--- config.mk ---
export PLATFORM = sky130hd
export DESIGN_NAME = cfg_dma_engine
export DESIGN_NICKNAME = d
export VERILOG_FILES = /design/src/rtl/cfg_dma_pkg.sv /design/src/rtl/cfg_dma_regs.sv /design/src/rtl/cfg_dma_lane.sv /design/src/rtl/cfg_dma_seq.sv /design/src/rtl/cfg_dma_engine.sv
export SDC_FILE = /design/constraint.sdc
export NUM_CORES = 1
export LEC_CHECK = 0
export BUFFER_PORTS_ARGS = -buffer_cell sky130_fd_sc_hd__buf_2
export CORE_AREA = 10 10 210 212
export DETAILED_ROUTE_END_ITERATION = 10
export DIE_AREA = 0 0 220 222
export GPL_ROUTABILITY_DRIVEN = 0
export GPL_TIMING_DRIVEN = 0
export PLACE_DENSITY = 0.72
export SLEW_MARGIN = 20
export SYNTH_ARGS = -nofsm -noshare
export SYNTH_HDL_FRONTEND = slang
export SYNTH_HIERARCHICAL = 1
export SYNTH_SLANG_ARGS = --single-unit
--- constraint.sdc ---
create_clock -name clk -period 11.6 [get_ports clk]
set_clock_uncertainty 0.2 [all_clocks]
set_input_delay 1.16 -clock clk [delete_from_list [all_inputs] [get_ports clk]]
set_output_delay 1.16 -clock clk [all_outputs]
set_load 0.01 [all_outputs]
--- src/rtl/cfg_dma_pkg.sv ---
`timescale 1ns/1ps
package cfg_dma_pkg;
  typedef enum logic [2:0] {
    S_IDLE, S_FETCH, S_SEL, S_DISP, S_COPY, S_WB
  } dma_st_e;

  localparam logic [63:0] DMA_SIGNATURE = 64'h5145_4D55_2043_4647;

  localparam int CB_READ = 1;
  localparam int CB_SKIP = 2;
  localparam int CB_SEL  = 3;
endpackage

--- src/rtl/cfg_dma_regs.sv ---
`timescale 1ns/1ps
module cfg_dma_regs #(
  parameter int DW = 32
) (
  input  logic              clk,
  input  logic              rst_n,
  input  logic              wr_en,
  input  logic              wr_low,
  input  logic [DW-1:0]     wdata,
  input  logic              done,
  output logic              start,
  output logic              busy,
  output logic [2*DW-1:0]   desc_addr,
  output logic [2*DW-1:0]   rdata
);
  import cfg_dma_pkg::*;
  localparam int AW = 2 * DW;

  logic [AW-1:0] addr_q, addr_d;
  logic          busy_q, busy_d;
  logic          accept;

  assign accept = wr_en & ~busy_q;
  assign start  = accept & wr_low;

  always_comb begin
    addr_d = addr_q;
    busy_d = busy_q;
    if (done) begin
      addr_d = '0;
      busy_d = 1'b0;
    end else if (accept) begin
      if (wr_low) begin
        addr_d[DW-1:0] = wdata;
        busy_d         = 1'b1;
      end else begin
        addr_d[AW-1:DW] = wdata;
      end
    end
  end

  always_ff @(posedge clk or negedge rst_n) begin
    if (!rst_n) begin
      addr_q <= '0;
      busy_q <= 1'b0;
    end else begin
      addr_q <= addr_d;
      busy_q <= busy_d;
    end
  end

  assign busy      = busy_q;
  assign desc_addr = addr_q;
  assign rdata     = busy_q ? addr_q : AW'(DMA_SIGNATURE);

  p_busy_write_ignored_r12: assert property (@(posedge clk) disable iff (!rst_n)
    (busy_q && wr_en && !done) |=> (addr_q == $past(addr_q)));
  p_clear_after_done_r3: assert property (@(posedge clk) disable iff (!rst_n)
    done |=> ((addr_q == '0) && !busy_q));
  p_launch_sets_busy_r2: assert property (@(posedge clk) disable iff (!rst_n)
    start |=> busy_q);
endmodule

--- src/rtl/cfg_dma_lane.sv ---
`timescale 1ns/1ps
module cfg_dma_lane #(
  parameter int DW = 32
) (
  input  logic [$clog2(DW/8)-1:0] addr_lo,
  input  logic [7:0]              data_byte,
  output logic [DW/8-1:0]         wstrb,
  output logic [DW-1:0]           wdata
);
  localparam int NB = DW / 8;

  for (genvar j = 0; j < NB; j++) begin : g_lane
    assign wstrb[NB-1-j]       = (addr_lo == j);
    assign wdata[8*j +: 8]     = data_byte;
  end
endmodule

--- src/rtl/cfg_dma_seq.sv ---
`timescale 1ns/1ps
module cfg_dma_seq #(
  parameter int DW = 32,
  parameter int KW = 16
) (
  input  logic              clk,
  input  logic              rst_n,
  input  logic              start,
  input  logic [2*DW-1:0]   desc_addr,
  output logic              mem_req,
  output logic              mem_we,
  output logic [2*DW-1:0]   mem_addr,
  output logic [DW-1:0]     mem_wdata,
  output logic [DW/8-1:0]   mem_wstrb,
  input  logic              mem_ack,
  input  logic              mem_err,
  input  logic [DW-1:0]     mem_rdata,
  output logic              sel_we,
  output logic [KW-1:0]     sel_key,
  output logic              off_we,
  output logic [DW-1:0]     off_next,
  input  logic [DW-1:0]     item_off,
  input  logic [DW-1:0]     item_len,
  input  logic [7:0]        item_byte,
  output logic              done
);
  import cfg_dma_pkg::*;
  localparam int AW = 2 * DW;
  localparam int NB = DW / 8;
  localparam int LB = $clog2(NB);

  dma_st_e       st_q, st_d;
  logic [1:0]    widx_q, widx_d;
  logic [DW-1:0] ctrl_q, ctrl_d, len_q, len_d, cnt_q, cnt_d;
  logic [AW-1:0] tgt_q, tgt_d;
  logic          err_q, err_d;

  logic          byte_valid;
  logic [7:0]    out_byte;
  logic [AW-1:0] copy_addr, fetch_addr;
  logic [DW:0]   off_sum;
  logic [DW-1:0] skip_off, cnt_inc;
  logic [NB-1:0] lane_wstrb;
  logic [DW-1:0] lane_wdata;

  assign byte_valid = item_off < item_len;
  assign out_byte   = byte_valid ? item_byte : 8'h00;
  assign copy_addr  = tgt_q + AW'(cnt_q);
  assign fetch_addr = desc_addr + (AW'(widx_q) << LB);
  assign off_sum    = {1'b0, item_off} + {1'b0, len_q};
  assign skip_off   = (off_sum > {1'b0, item_len}) ? item_len : off_sum[DW-1:0];
  assign cnt_inc    = cnt_q + 1'b1;
  assign sel_key    = ctrl_q[DW-1 -: KW];

  cfg_dma_lane #(.DW(DW)) u_lane (
    .addr_lo   (copy_addr[LB-1:0]),
    .data_byte (out_byte),
    .wstrb     (lane_wstrb),
    .wdata     (lane_wdata)
  );

  always_comb begin
    st_d = st_q;  widx_d = widx_q;  ctrl_d = ctrl_q;  len_d = len_q;
    tgt_d = tgt_q;  cnt_d = cnt_q;  err_d = err_q;
    mem_req = 1'b0;  mem_we = 1'b0;  mem_addr = '0;
    mem_wdata = '0;  mem_wstrb = '0;
    sel_we = 1'b0;  off_we = 1'b0;  off_next = item_off;  done = 1'b0;
    unique case (st_q)
      S_IDLE: if (start) begin
        st_d = S_FETCH;  widx_d = '0;  err_d = 1'b0;
      end
      S_FETCH: begin
        mem_req  = 1'b1;
        mem_addr = fetch_addr;
        if (mem_ack) begin
          if (mem_err) begin
            err_d = 1'b1;  st_d = S_WB;
          end else begin
            case (widx_q)
              2'd0:    ctrl_d = mem_rdata;
              2'd1:    len_d  = mem_rdata;
              2'd2:    tgt_d[AW-1:DW] = mem_rdata;
              default: tgt_d[DW-1:0]  = mem_rdata;
            endcase
            if (widx_q == 2'd3) st_d = S_SEL;
            else                widx_d = widx_q + 2'd1;
          end
        end
      end
      S_SEL: begin
        sel_we = ctrl_q[CB_SEL];
        st_d   = S_DISP;
      end
      S_DISP: begin
        cnt_d = '0;
        if (ctrl_q[CB_READ]) begin
          st_d = (len_q == '0) ? S_WB : S_COPY;
        end else begin
          if (ctrl_q[CB_SKIP]) begin
            off_we   = 1'b1;
            off_next = skip_off;
          end
          st_d = S_WB;
        end
      end
      S_COPY: begin
        mem_req   = 1'b1;
        mem_we    = 1'b1;
        mem_addr  = copy_addr;
        mem_wdata = lane_wdata;
        mem_wstrb = lane_wstrb;
        if (mem_ack) begin
          if (mem_err) begin
            err_d = 1'b1;  st_d = S_WB;
          end else begin
            off_we   = byte_valid;
            off_next = item_off + 1'b1;
            cnt_d    = cnt_inc;
            if (cnt_inc == len_q) st_d = S_WB;
          end
        end
      end
      S_WB: begin
        mem_req   = 1'b1;
        mem_we    = 1'b1;
        mem_addr  = desc_addr;
        mem_wdata = {{(DW-1){1'b0}}, err_q};
        mem_wstrb = '1;
        if (mem_ack) begin
          done = 1'b1;  st_d = S_IDLE;
        end
      end
      default: st_d = S_IDLE;
    endcase
  end

  always_ff @(posedge clk or negedge rst_n) begin
    if (!rst_n) begin
      st_q <= S_IDLE;  widx_q <= '0;  ctrl_q <= '0;  len_q <= '0;
      tgt_q <= '0;  cnt_q <= '0;  err_q <= 1'b0;
    end else begin
      st_q <= st_d;  widx_q <= widx_d;  ctrl_q <= ctrl_d;  len_q <= len_d;
      tgt_q <= tgt_d;  cnt_q <= cnt_d;  err_q <= err_d;
    end
  end

  p_req_held_r13: assert property (@(posedge clk) disable iff (!rst_n)
    (mem_req && !mem_ack) |=> (mem_req && $stable(mem_addr) && $stable(mem_we)));
  p_offset_bounded_r7: assert property (@(posedge clk) disable iff (!rst_n)
    off_we |-> (off_next <= item_len));
  p_single_strobe_r14: assert property (@(posedge clk) disable iff (!rst_n)
    (st_q == S_COPY) |-> ($countones(mem_wstrb) == 1));
  p_status_word_r10: assert property (@(posedge clk) disable iff (!rst_n)
    (st_q == S_WB) |-> ((mem_wdata[DW-1:1] == '0) && (mem_wstrb == '1)));
  p_no_stray_write_r8: assert property (@(posedge clk) disable iff (!rst_n)
    (st_q != S_COPY && st_q != S_WB) |-> !(mem_req && mem_we));
  p_select_pulse_r5: assert property (@(posedge clk) disable iff (!rst_n)
    sel_we |=> !sel_we);
endmodule

--- src/rtl/cfg_dma_engine.sv ---
`timescale 1ns/1ps
module cfg_dma_engine #(
  parameter int DW = 32,
  parameter int KW = 16
) (
  input  logic              clk,
  input  logic              rst_n,
  input  logic              reg_wr_en,
  input  logic              reg_wr_low,
  input  logic [DW-1:0]     reg_wdata,
  output logic [2*DW-1:0]   reg_rdata,
  output logic              busy,
  output logic              mem_req,
  output logic              mem_we,
  output logic [2*DW-1:0]   mem_addr,
  output logic [DW-1:0]     mem_wdata,
  output logic [DW/8-1:0]   mem_wstrb,
  input  logic              mem_ack,
  input  logic              mem_err,
  input  logic [DW-1:0]     mem_rdata,
  output logic              sel_we,
  output logic [KW-1:0]     sel_key,
  output logic              off_we,
  output logic [DW-1:0]     off_next,
  input  logic [DW-1:0]     item_off,
  input  logic [DW-1:0]     item_len,
  input  logic [7:0]        item_byte
);
  localparam int AW = 2 * DW;

  logic          start, done;
  logic [AW-1:0] desc_addr;

  cfg_dma_regs #(.DW(DW)) u_regs (
    .clk       (clk),
    .rst_n     (rst_n),
    .wr_en     (reg_wr_en),
    .wr_low    (reg_wr_low),
    .wdata     (reg_wdata),
    .done      (done),
    .start     (start),
    .busy      (busy),
    .desc_addr (desc_addr),
    .rdata     (reg_rdata)
  );

  cfg_dma_seq #(.DW(DW), .KW(KW)) u_seq (
    .clk       (clk),
    .rst_n     (rst_n),
    .start     (start),
    .desc_addr (desc_addr),
    .mem_req   (mem_req),
    .mem_we    (mem_we),
    .mem_addr  (mem_addr),
    .mem_wdata (mem_wdata),
    .mem_wstrb (mem_wstrb),
    .mem_ack   (mem_ack),
    .mem_err   (mem_err),
    .mem_rdata (mem_rdata),
    .sel_we    (sel_we),
    .sel_key   (sel_key),
    .off_we    (off_we),
    .off_next  (off_next),
    .item_off  (item_off),
    .item_len  (item_len),
    .item_byte (item_byte),
    .done      (done)
  );
endmodule

==> summary.md, run 1 <==
| Metric | Value |
|---|---|
| TritonCTS Buffers | `24` |
| # resized after CTS | `0` |
| Via density | `6.09` |
| Via total after detailed routing | `19,600` |
| Final instance area | `0.0231 mm^2` |
| Fin nets | `2,960` |
| Sequential cell area fraction in the yosys report | `27.6%` |
| Crit-path cells | `buf_2 -> ha_1 -> inv_1 -> fa_1 -> nor2b_1 -> o2111ai_1 -> a31oi_1 -> and3b_1 -> o31a_1 -> o21bai_1 -> a21oi_1 -> xnor2_1 -> ha_1 -> a21oi_1 -> o221ai_1 -> a31oi_1 -> o211ai_1 -> o21ai_0 -> o211a_1 -> buf_2 -> buf_2 -> nand2_1 -> o21ai_0 -> buf_2` |
| H-tree depth | `1` |
| Worst path max stage delay | `400 ps` |
| Hold Crit Class | `register to register` |
| RSZ-0062 raised after global routing | `false` |
| Core Area | `0.0396 mm^2` |
| Share of layout cells above drive strength 1 | `23.5%` |
| Net count after synthesis | `2,574` |
| Critical path startpoint category | `input pin` |
| PortBufs | `358` |
| Die area | `0.0488 mm^2` |
| Critical path origin | `item_off[0]` |
| CTS tree | `done` |
| Initial antenna violation count | `6` |
| Area grow syn2layout | `16.6%` |
| Slew HR | `47.0%` |
| Final hold viol count | `0` |
| Residual DRC | `0` |
| DR WL/cell | `22.6 um` |
| Vias in the first global route | `19,400` |
| Gr ovfl total | `0` |
| Sink Count | `218` |
| GR Util All Layers | `28.5%` |
| Synthesized area | `0.0198 mm^2` |
| Cell count after synthesis | `2,293` |
| Hold-fix buffers, CTS | `0` |
| Max Freq | `0.128 GHz` |
| Clock Tree Buf Depth | `3` |
| Post-CTS setup buffers | `0` |
| Clock transition at the registers of the reported paths | `60 ps` |
| Starting Density | `49.9%` |
| Synth area leader | `dfrtp_1` |
| Die Wd | `220 um` |
| Status | `finished clean` |
| Root buffer cell | `clkbuf_16` |
| Synth top area share | `27.6%` |
| Yosys warns | `6` |
| Fin crit period | `7800 ps` |
| CP arrival | `6440 ps` |
| Worst r2r path cells | `12` |
| Max IR drop VDD | `0.147 mV` |
| Die Y | `222 um` |
| Leakage power | `0.0112 uW` |
| Max-slew violation count | `0` |
| DP Area | `0.0223 mm^2` |
| Reg-to-reg endpoint | `u_seq/st_q[0]` |
| Iteration-0 DRC Markers | `1,906` |
| Top cells by area, synth | `dfrtp_1 (28%), ha_1 (8.6%), mux2_2 (6.9%), xnor2_1 (4.5%), nand2b_1 (4.2%)` |
| Ys flop type | `dfrtp_1` |
| Crit Path Max Fanout | `10` |
| CP max stage cell | `fa_1` |
| Final setup fails | `0` |
| Clock Latency Late Sink | `530 ps` |
| Setup TNS | `0 ps` |
| Distinct cells, synth | `87` |
| WP depth | `24` |
| Worst r2r src | `u_seq/cnt_q[0]` |
| Fill cells | `3,571` |
| Most common cell on crit path | `buf_2` |
| WS Path Type | `input pin to output port` |
| First-pass GRT wire length | `111 mm` |
| Pin count of the biggest net entering global routing | `101` |
| Post-synth ARST share | `100%` |
| Critical Path Sink | `off_next[25]` |
| Pre-CTS setup slack | `3910 ps` |
| Pre-antenna DRT Iters | `7` |
| Routed wire length | `72.7 mm` |
| Post-route setup slack | `3800 ps` |
| Syn avg cell area | `8.63 um^2` |
| Actual slew at the worst max-slew pin | `788 ps` |
| Post-synth EDFFs | `0` |
| R2r setup slk | `7960 ps` |
| I/O pin total | `359` |
| Kind of cell adding the most delay to the critical path | `compound AO/OA/AOI/OAI gates` |
| P per Cell Area | `225 mW/mm^2` |
| Worst path buffer plus inverter count | `5` |
| # rows | `73` |
| Yosys reg bits | `218` |
| Max-cap violations | `0` |
| Post-DRT Antenna Nets | `0` |
| Worst path required time | `10,240 ps` |
| Fin crit share | `67.3%` |
| Dpl hpwl | `59.3 mm` |
| CP Capture Type | `output port` |
-- flip-flops by register name (all words and copies together), names as in the netlist --
name              count
u_regs/desc_addr     64
u_seq/tgt_q          64
u_seq/len_q          32
u_seq/widx_q          2
u_regs/busy           1
u_seq/ctrl_q         19
u_seq/err_q           1
u_seq/st_q            3
u_seq/cnt_q          32
-- layout make-up --
cell class                      count  area (um^2)  share of cell area [%]
Antenna cell                        4         10.0                  0.0434
Buffer                            152          821                    3.56
Timing Repair Buffer              360         1860                    8.05
Multi-Input combinational cell   1848        13200                    57.4
Sequential cell                   218         5460                    23.6
Inverter                           75          284                    1.23
Clock buffer                       29          651                    2.82
Tap cell                          525          657                    2.85
Clock inverter                     12          100                   0.434
-- worst min path at each step --
stage,start,to,slack [ps],cells past startpoint
after floorplan,u_seq/ctrl_q[3],u_seq/ctrl_q[3],270,1
after global placement,u_seq/ctrl_q[3],u_seq/ctrl_q[3],280,1
final,u_seq/ctrl_q[3],u_seq/ctrl_q[3],300,1
after CTS,u_seq/ctrl_q[3],u_seq/ctrl_q[3],300,1
after detailed placement,u_seq/ctrl_q[3],u_seq/ctrl_q[3],290,1
after global routing,u_seq/tgt_q[61],u_seq/tgt_q[61],320,1
-- cell usage in the layout (no fill, tap or decap), drive strengths merged, types with 5 or more instances in the layout --
master,instances
clkinv,8
o22ai,62
and2,82
nand3,82
clkbuf,93
nor2,148
dfrtp,218
xor2,91
o31ai,14
a211oi,10
o21a,6
a21oi,127
buf,448
inv,75
nor2b,15
and4,14
nor4,20
and3,45
a21o,53
nand3b,5
o2111ai,5
or3,5
ha,136
nand2,159
o221ai,10
mux2i,76
o211ai,18
a221o,10
nand4,50
o21bai,15
nor3,37
a31oi,26
nand2b,133
a211o,11
xnor2,102
o21ai,106
mux2,122
-- stage by stage --
stage / power, uW / utilization (%) / hold slack [ps] / instances
2_1_floorplan: 3300 / - / 271 / 2293
3_3_place_gp: 4280 / 56.1 / 285 / 3176
3_5_place_dp: 4370 / 56.3 / 289 / 3178
4_1_cts: 5130 / 58.2 / 303 / 3219
5_1_grt: 5520 / 58.2 / 323 / 3223
6_report: 5190 / 58.2 / 300 / 3223
-- layer usage --
metal	up-vias	GRT usage (%)	part of all wire, %
met2	1113	45.5	45
met4	4	12.2	4.4
met3	199	5.35	9.5
li1	9003	-	-
met5	-	0	0.037
met1	9299	36.6	41
-- power breakdown --
group	switching (uW)	internal (uW)
clock	326	421
sequential	420	1040
combinational	1720	1270
total	2460	2730
-- cell families (layout without fill, tap and decap cells) --
kind of cell    after synthesis  in the layout  share of synthesized area, %
simple gates                815            815                          22.4
compound gates              503            503                          16.2
buf+inv                     227            628                          5.58
flops                       218            218                          27.6
mux                         198            198                          10.8
xor+xnor                    193            193                          8.54
fa+ha+maj                   139            139                          8.90
other cells                   0              4                             0
-- cells in the mapped netlist (all sizes together), types with 18 or more instances --
library cell and count:
dfrtp 218, nand2 159, nor2 148, ha 136, nand2b 133, a21oi 127
mux2 122, o21ai 106, xnor2 102, xor2 91, buf 88, and2 82
nand3 82, mux2i 76, inv 74, clkbuf 64, o22ai 62, a21o 53
nand4 50, and3 45, nor3 37, a31oi 26, nor4 20, o211ai 18
Power figures use the tool's default switching activity.
==> run 2, diff against run 1 <==
--- a/config.mk
+++ b/config.mk
@@ -5,13 +5,14 @@
 export SDC_FILE = /design/constraint.sdc
 export NUM_CORES = 1
 export LEC_CHECK = 0
+export ABC_AREA = 1
 export BUFFER_PORTS_ARGS = -buffer_cell sky130_fd_sc_hd__buf_2
-export CORE_AREA = 10 10 210 212
+export CORE_AREA = 10 10 225 227
 export DETAILED_ROUTE_END_ITERATION = 10
-export DIE_AREA = 0 0 220 222
+export DIE_AREA = 0 0 235 237
 export GPL_ROUTABILITY_DRIVEN = 0
 export GPL_TIMING_DRIVEN = 0
-export PLACE_DENSITY = 0.72
+export PLACE_DENSITY = 0.71
 export SLEW_MARGIN = 20
 export SYNTH_ARGS = -nofsm -noshare
 export SYNTH_HDL_FRONTEND = slang
==> constraint.sdc (replaced) <==
create_clock -name clk -period 7.7 [get_ports clk]
set_clock_uncertainty 0.2 [all_clocks]
set_input_delay 0.77 -clock clk [delete_from_list [all_inputs] [get_ports clk]]
set_output_delay 0.77 -clock clk [all_outputs]
set_load 0.01 [all_outputs]
==> run 2 against run 1 <==
Effect of this change: setup slack lost 2000 ps; synthesized cell count grew 64%; sequential power increased by 73%.
==> summary.md, run 2 <==
| Metric | Value |
|---|---|
| Root buffer cell | `clkbuf_16` |
| CP max stage cell | `nor4_1` |
| Final hold viol count | `0 (unchanged)` |
| Post-route setup slack | `1760 ps (-2040 ps)` |
| Worst r2r src | `u_seq/st_q[2]` |
| First-pass GRT wire length | `140 mm (+26%)` |
| Post-DRT Antenna Nets | `0 (unchanged)` |
| Synthesized area | `0.0227 mm^2 (+15%)` |
| Pin count of the biggest net entering global routing | `98 (-3.0%)` |
| Clock transition at the registers of the reported paths | `60 ps (about the same)` |
| TritonCTS Buffers | `26 (+8.3%)` |
| Synth area leader | `dfrtp_1` |
| Via density | `5.61 (-7.9%)` |
| Sink Count | `218 (unchanged)` |
| I/O pin total | `359 (unchanged)` |
| CP arrival | `4970 ps (-1470 ps)` |
| Gr ovfl total | `0 (unchanged)` |
| Max-cap violations | `0 (unchanged)` |
| Commonest non-fill, non-tap cell in the layout | `nand2_1` |
| Leakage power | `0.0142 uW (+27%)` |
| Pre-antenna DRT Iters | `9 (+2)` |
| Starting Density | `49.2% (-0.74 points)` |
| Origin of the worst min-delay path | `u_seq/err_q` |
| Distinct cells, synth | `60 (-31%)` |
| FF/Latch Area | `0.00546 mm^2 (unchanged)` |
| Die Wd | `235 um (+6.8%)` |
| Residual DRC | `0 (unchanged)` |
| H-tree depth | `1 (unchanged)` |
| Hold Crit Class | `register to register` |
| Worst path required time | `6730 ps (-3510 ps)` |
| Post-synth EDFFs | `0 (unchanged)` |
| DR WL/cell | `19.5 um (-14%)` |
| Vias in the first global route | `24,400 (+26%)` |
| Hold-fix buffers, CTS | `1 (+1)` |
| Synth cell count leaders | `nand2_1 (1,106), inv_1 (584), nor2_1 (342)` |
| GR Util All Layers | `31.5% (+3.1 points)` |
| Slew HR | `19.5% (-27 points)` |
| Area grow syn2layout | `15.9%` |
| R2r setup slk | `4220 ps (-3740 ps)` |
| Post-CTS setup buffers | `0 (unchanged)` |
| Max-slew violation count | `0 (unchanged)` |
| Syn avg cell area | `6.04 um^2 (-30%)` |
| Top cells by area, synth | `dfrtp_1 (24%), nand2_1 (18%), inv_1 (9.7%), ha_1 (7.5%), nand3_1 (7.0%)` |
| Sequential cell area fraction in the yosys report | `24.0% (-3.5 points)` |
| PortBufs | `358 (unchanged)` |
| Reg-to-reg endpoint | `u_regs/desc_addr[13]` |
| Actual slew at the worst max-slew pin | `1210 ps (+418 ps)` |
| CP Capture Type | `output port` |
| Worst path buffer plus inverter count | `5 (unchanged)` |
| Setup TNS | `0 ps (unchanged)` |
| P per Cell Area | `376 mW/mm^2 (+67%)` |
| WS Path Type | `register to output port` |
| Final setup fails | `0 (unchanged)` |
| Crit Path Max Fanout | `10 (unchanged)` |
| Fin nets | `4,431 (+50%)` |
| WHS Endpoint | `u_seq/err_q` |
| Worst path max stage delay | `570 ps (+170 ps)` |
| Hold path depth | `2 (+1)` |
| GR Util met1 | `40.6% (+3.9 points)` |
| Post-synth ARST share | `100% (unchanged)` |
| Max Freq | `0.168 GHz` |
| Most Crowded Layer GR | `met2` |
| Met3 GRT Util | `5.79% (+0.44 points)` |
| Fin crit period | `5940 ps` |
| Clock Latency Late Sink | `560 ps (+30 ps)` |
| Clock Tree Buf Depth | `3 (unchanged)` |
| Fill cells | `4,870 (+36%)` |
| Ys flop type | `dfrtp_1` |
| Via total after detailed routing | `26,800 (+37%)` |
| Max IR drop VDD | `0.262 mV (+78%)` |
| Commonest non-fill, non-tap cells in the layout | `nand2_1 (1,106), inv_1 (584), buf_2 (386)` |
| CTS tree | `done` |
| Yosys reg bits | `218 (unchanged)` |
| Crit-path cells | `ha_1 -> inv_1 -> fa_1 -> inv_1 -> nand3_1 -> nand2_1 -> a21oi_1 -> inv_1 -> a21oi_1 -> xor2_1 -> ha_1 -> nand2_1 -> nor2_1 -> nand2_1 -> nor4_1 -> nand4_2 -> nand2_2 -> buf_6 -> nand2_1 -> nand3_1 -> nand2_1 -> nand2_1 -> nand2_1 -> buf_2` |
| Most frequent cell after synthesis | `nand2_1` |
| Iteration-0 DRC Markers | `3,527 (+85%)` |
| Share of layout cells above drive strength 1 | `14.3% (-9.2 points)` |
| Pre-CTS setup slack | `1930 ps (-1990 ps)` |
| WP depth | `24 (unchanged)` |
| Yosys warns | `6 (unchanged)` |
| Die area | `0.0557 mm^2 (+14%)` |
| RSZ-0062 raised after global routing | `false` |
| Most common cell on crit path | `nand2_1` |
| # rows | `79 (+8.2%)` |
| Initial antenna violation count | `3 (-3)` |
| Footprint of the multi-input gates | `0.0142 mm^2 (+7.2%)` |
| Dpl hpwl | `76.7 mm (+29%)` |
| Routed wire length | `93.0 mm (+28%)` |
| Critical path startpoint category | `register` |
| Die Y | `237 um (+6.8%)` |
| # resized after CTS | `0 (unchanged)` |
| Worst r2r path cells | `11 (-1)` |
| Core Area | `0.0462 mm^2 (+16%)` |
| GR Layer Usage met2 | `51.1% (+5.6 points)` |
| Kind of cell adding the most delay to the critical path | `simple AND/OR/NAND/NOR gates` |
| Fin crit share | `77.2%` |
| Net count after synthesis | `4,042 (+57%)` |
| Status | `finished clean` |
| Synth top area share | `24.0% (-3.5 points)` |
| Cell count after synthesis | `3,761 (+64%)` |
[run 2: cell count changes in the layout (fill, tap and decap cells not counted), sizes merged, moves of 133 or more]
cell,delta
nand2,+961
inv,+518
nor2,+215
nand2b,-133
nand3,+244
o21ai,+175
[run 2: worst max path at each step]
| stage | start | endpoint |
|---|---|---|
| 2_1_floorplan | item_off[0] | off_next[25] |
| 3_3_place_gp | rst_n | u_seq/ctrl_q[28] |
| 3_5_place_dp | item_off[0] | off_next[1] |
| 4_1_cts | u_seq/len_q[0] | off_next[1] |
| 5_1_grt | u_seq/len_q[0] | off_next[12] |
| 6_report | u_seq/len_q[0] | off_next[4] |
[run 2: routing by layer]
layer | share of wire, % | vias to the layer above
met1 | 39 | 12100
met3 | 11 | 272
met2 | 45 | 1588
met4 | 4.5 | 0
li1 | - | 12900
met5 | 0 | -
[run 2: power by group]
| group | leakage (uW) | internal [uW] | switching (uW) | total, uW |
|---|---|---|---|---|
| clock network | 0.000477 | 897 | 522 | 1420 |
| logic | 0.0109 | 2090 | 3860 | 5960 |
| registers | 0.00287 | 1650 | 877 | 2530 |
[run 2: per-stage QoR]
stage | power [uW] | area, um^2 | cells | hold slack, ps | util [%]
after floorplan | 6100 | 22700 | 3761 | 246 | -
final | 9900 | 26300 | 4776 | 279 | 57.0
after CTS | 9760 | 26300 | 4775 | 278 | 57.0
after global routing | 10600 | 26300 | 4776 | 297 | 57.0
after detailed placement | 8310 | 25300 | 4728 | 265 | 54.8
after global placement | 8240 | 25300 | 4726 | 262 | 54.7
[run 2: kinds of logic (layout without fill, tap and decap cells)]
family | after synthesis | in the layout | share of synthesized area, %
other | 0 | 1 | 0
xor gates and xnor gates | 48 | 48 | 1.85
adders and majority gates | 139 | 139 | 7.76
AOI/OAI and AO/OA | 579 | 579 | 14.1
muxes | 1 | 1 | 0.0441
buffers and inverters | 747 | 1154 | 13.5
and+or+nand+nor | 2029 | 2029 | 38.7
DFF | 218 | 218 | 24.0
[run 2: final cells by class]
class	count	area share, %
antenna	1	0.00951
buffer	152	3.13
clock buffer	30	2.72
clock inverter	16	1.01
inverter	595	8.49
multi-input combinational	2796	53.9
sequential	218	20.7
tap	607	2.89
timing repair buffer	361	7.09
[run 2: worst min-delay path, delay by kind of cell, from the launching register on]
kind	cells	cell delay, ps
AO/OA/AOI/OAI	1	60
buffers and inverters	1	50
flip-flops	1	340
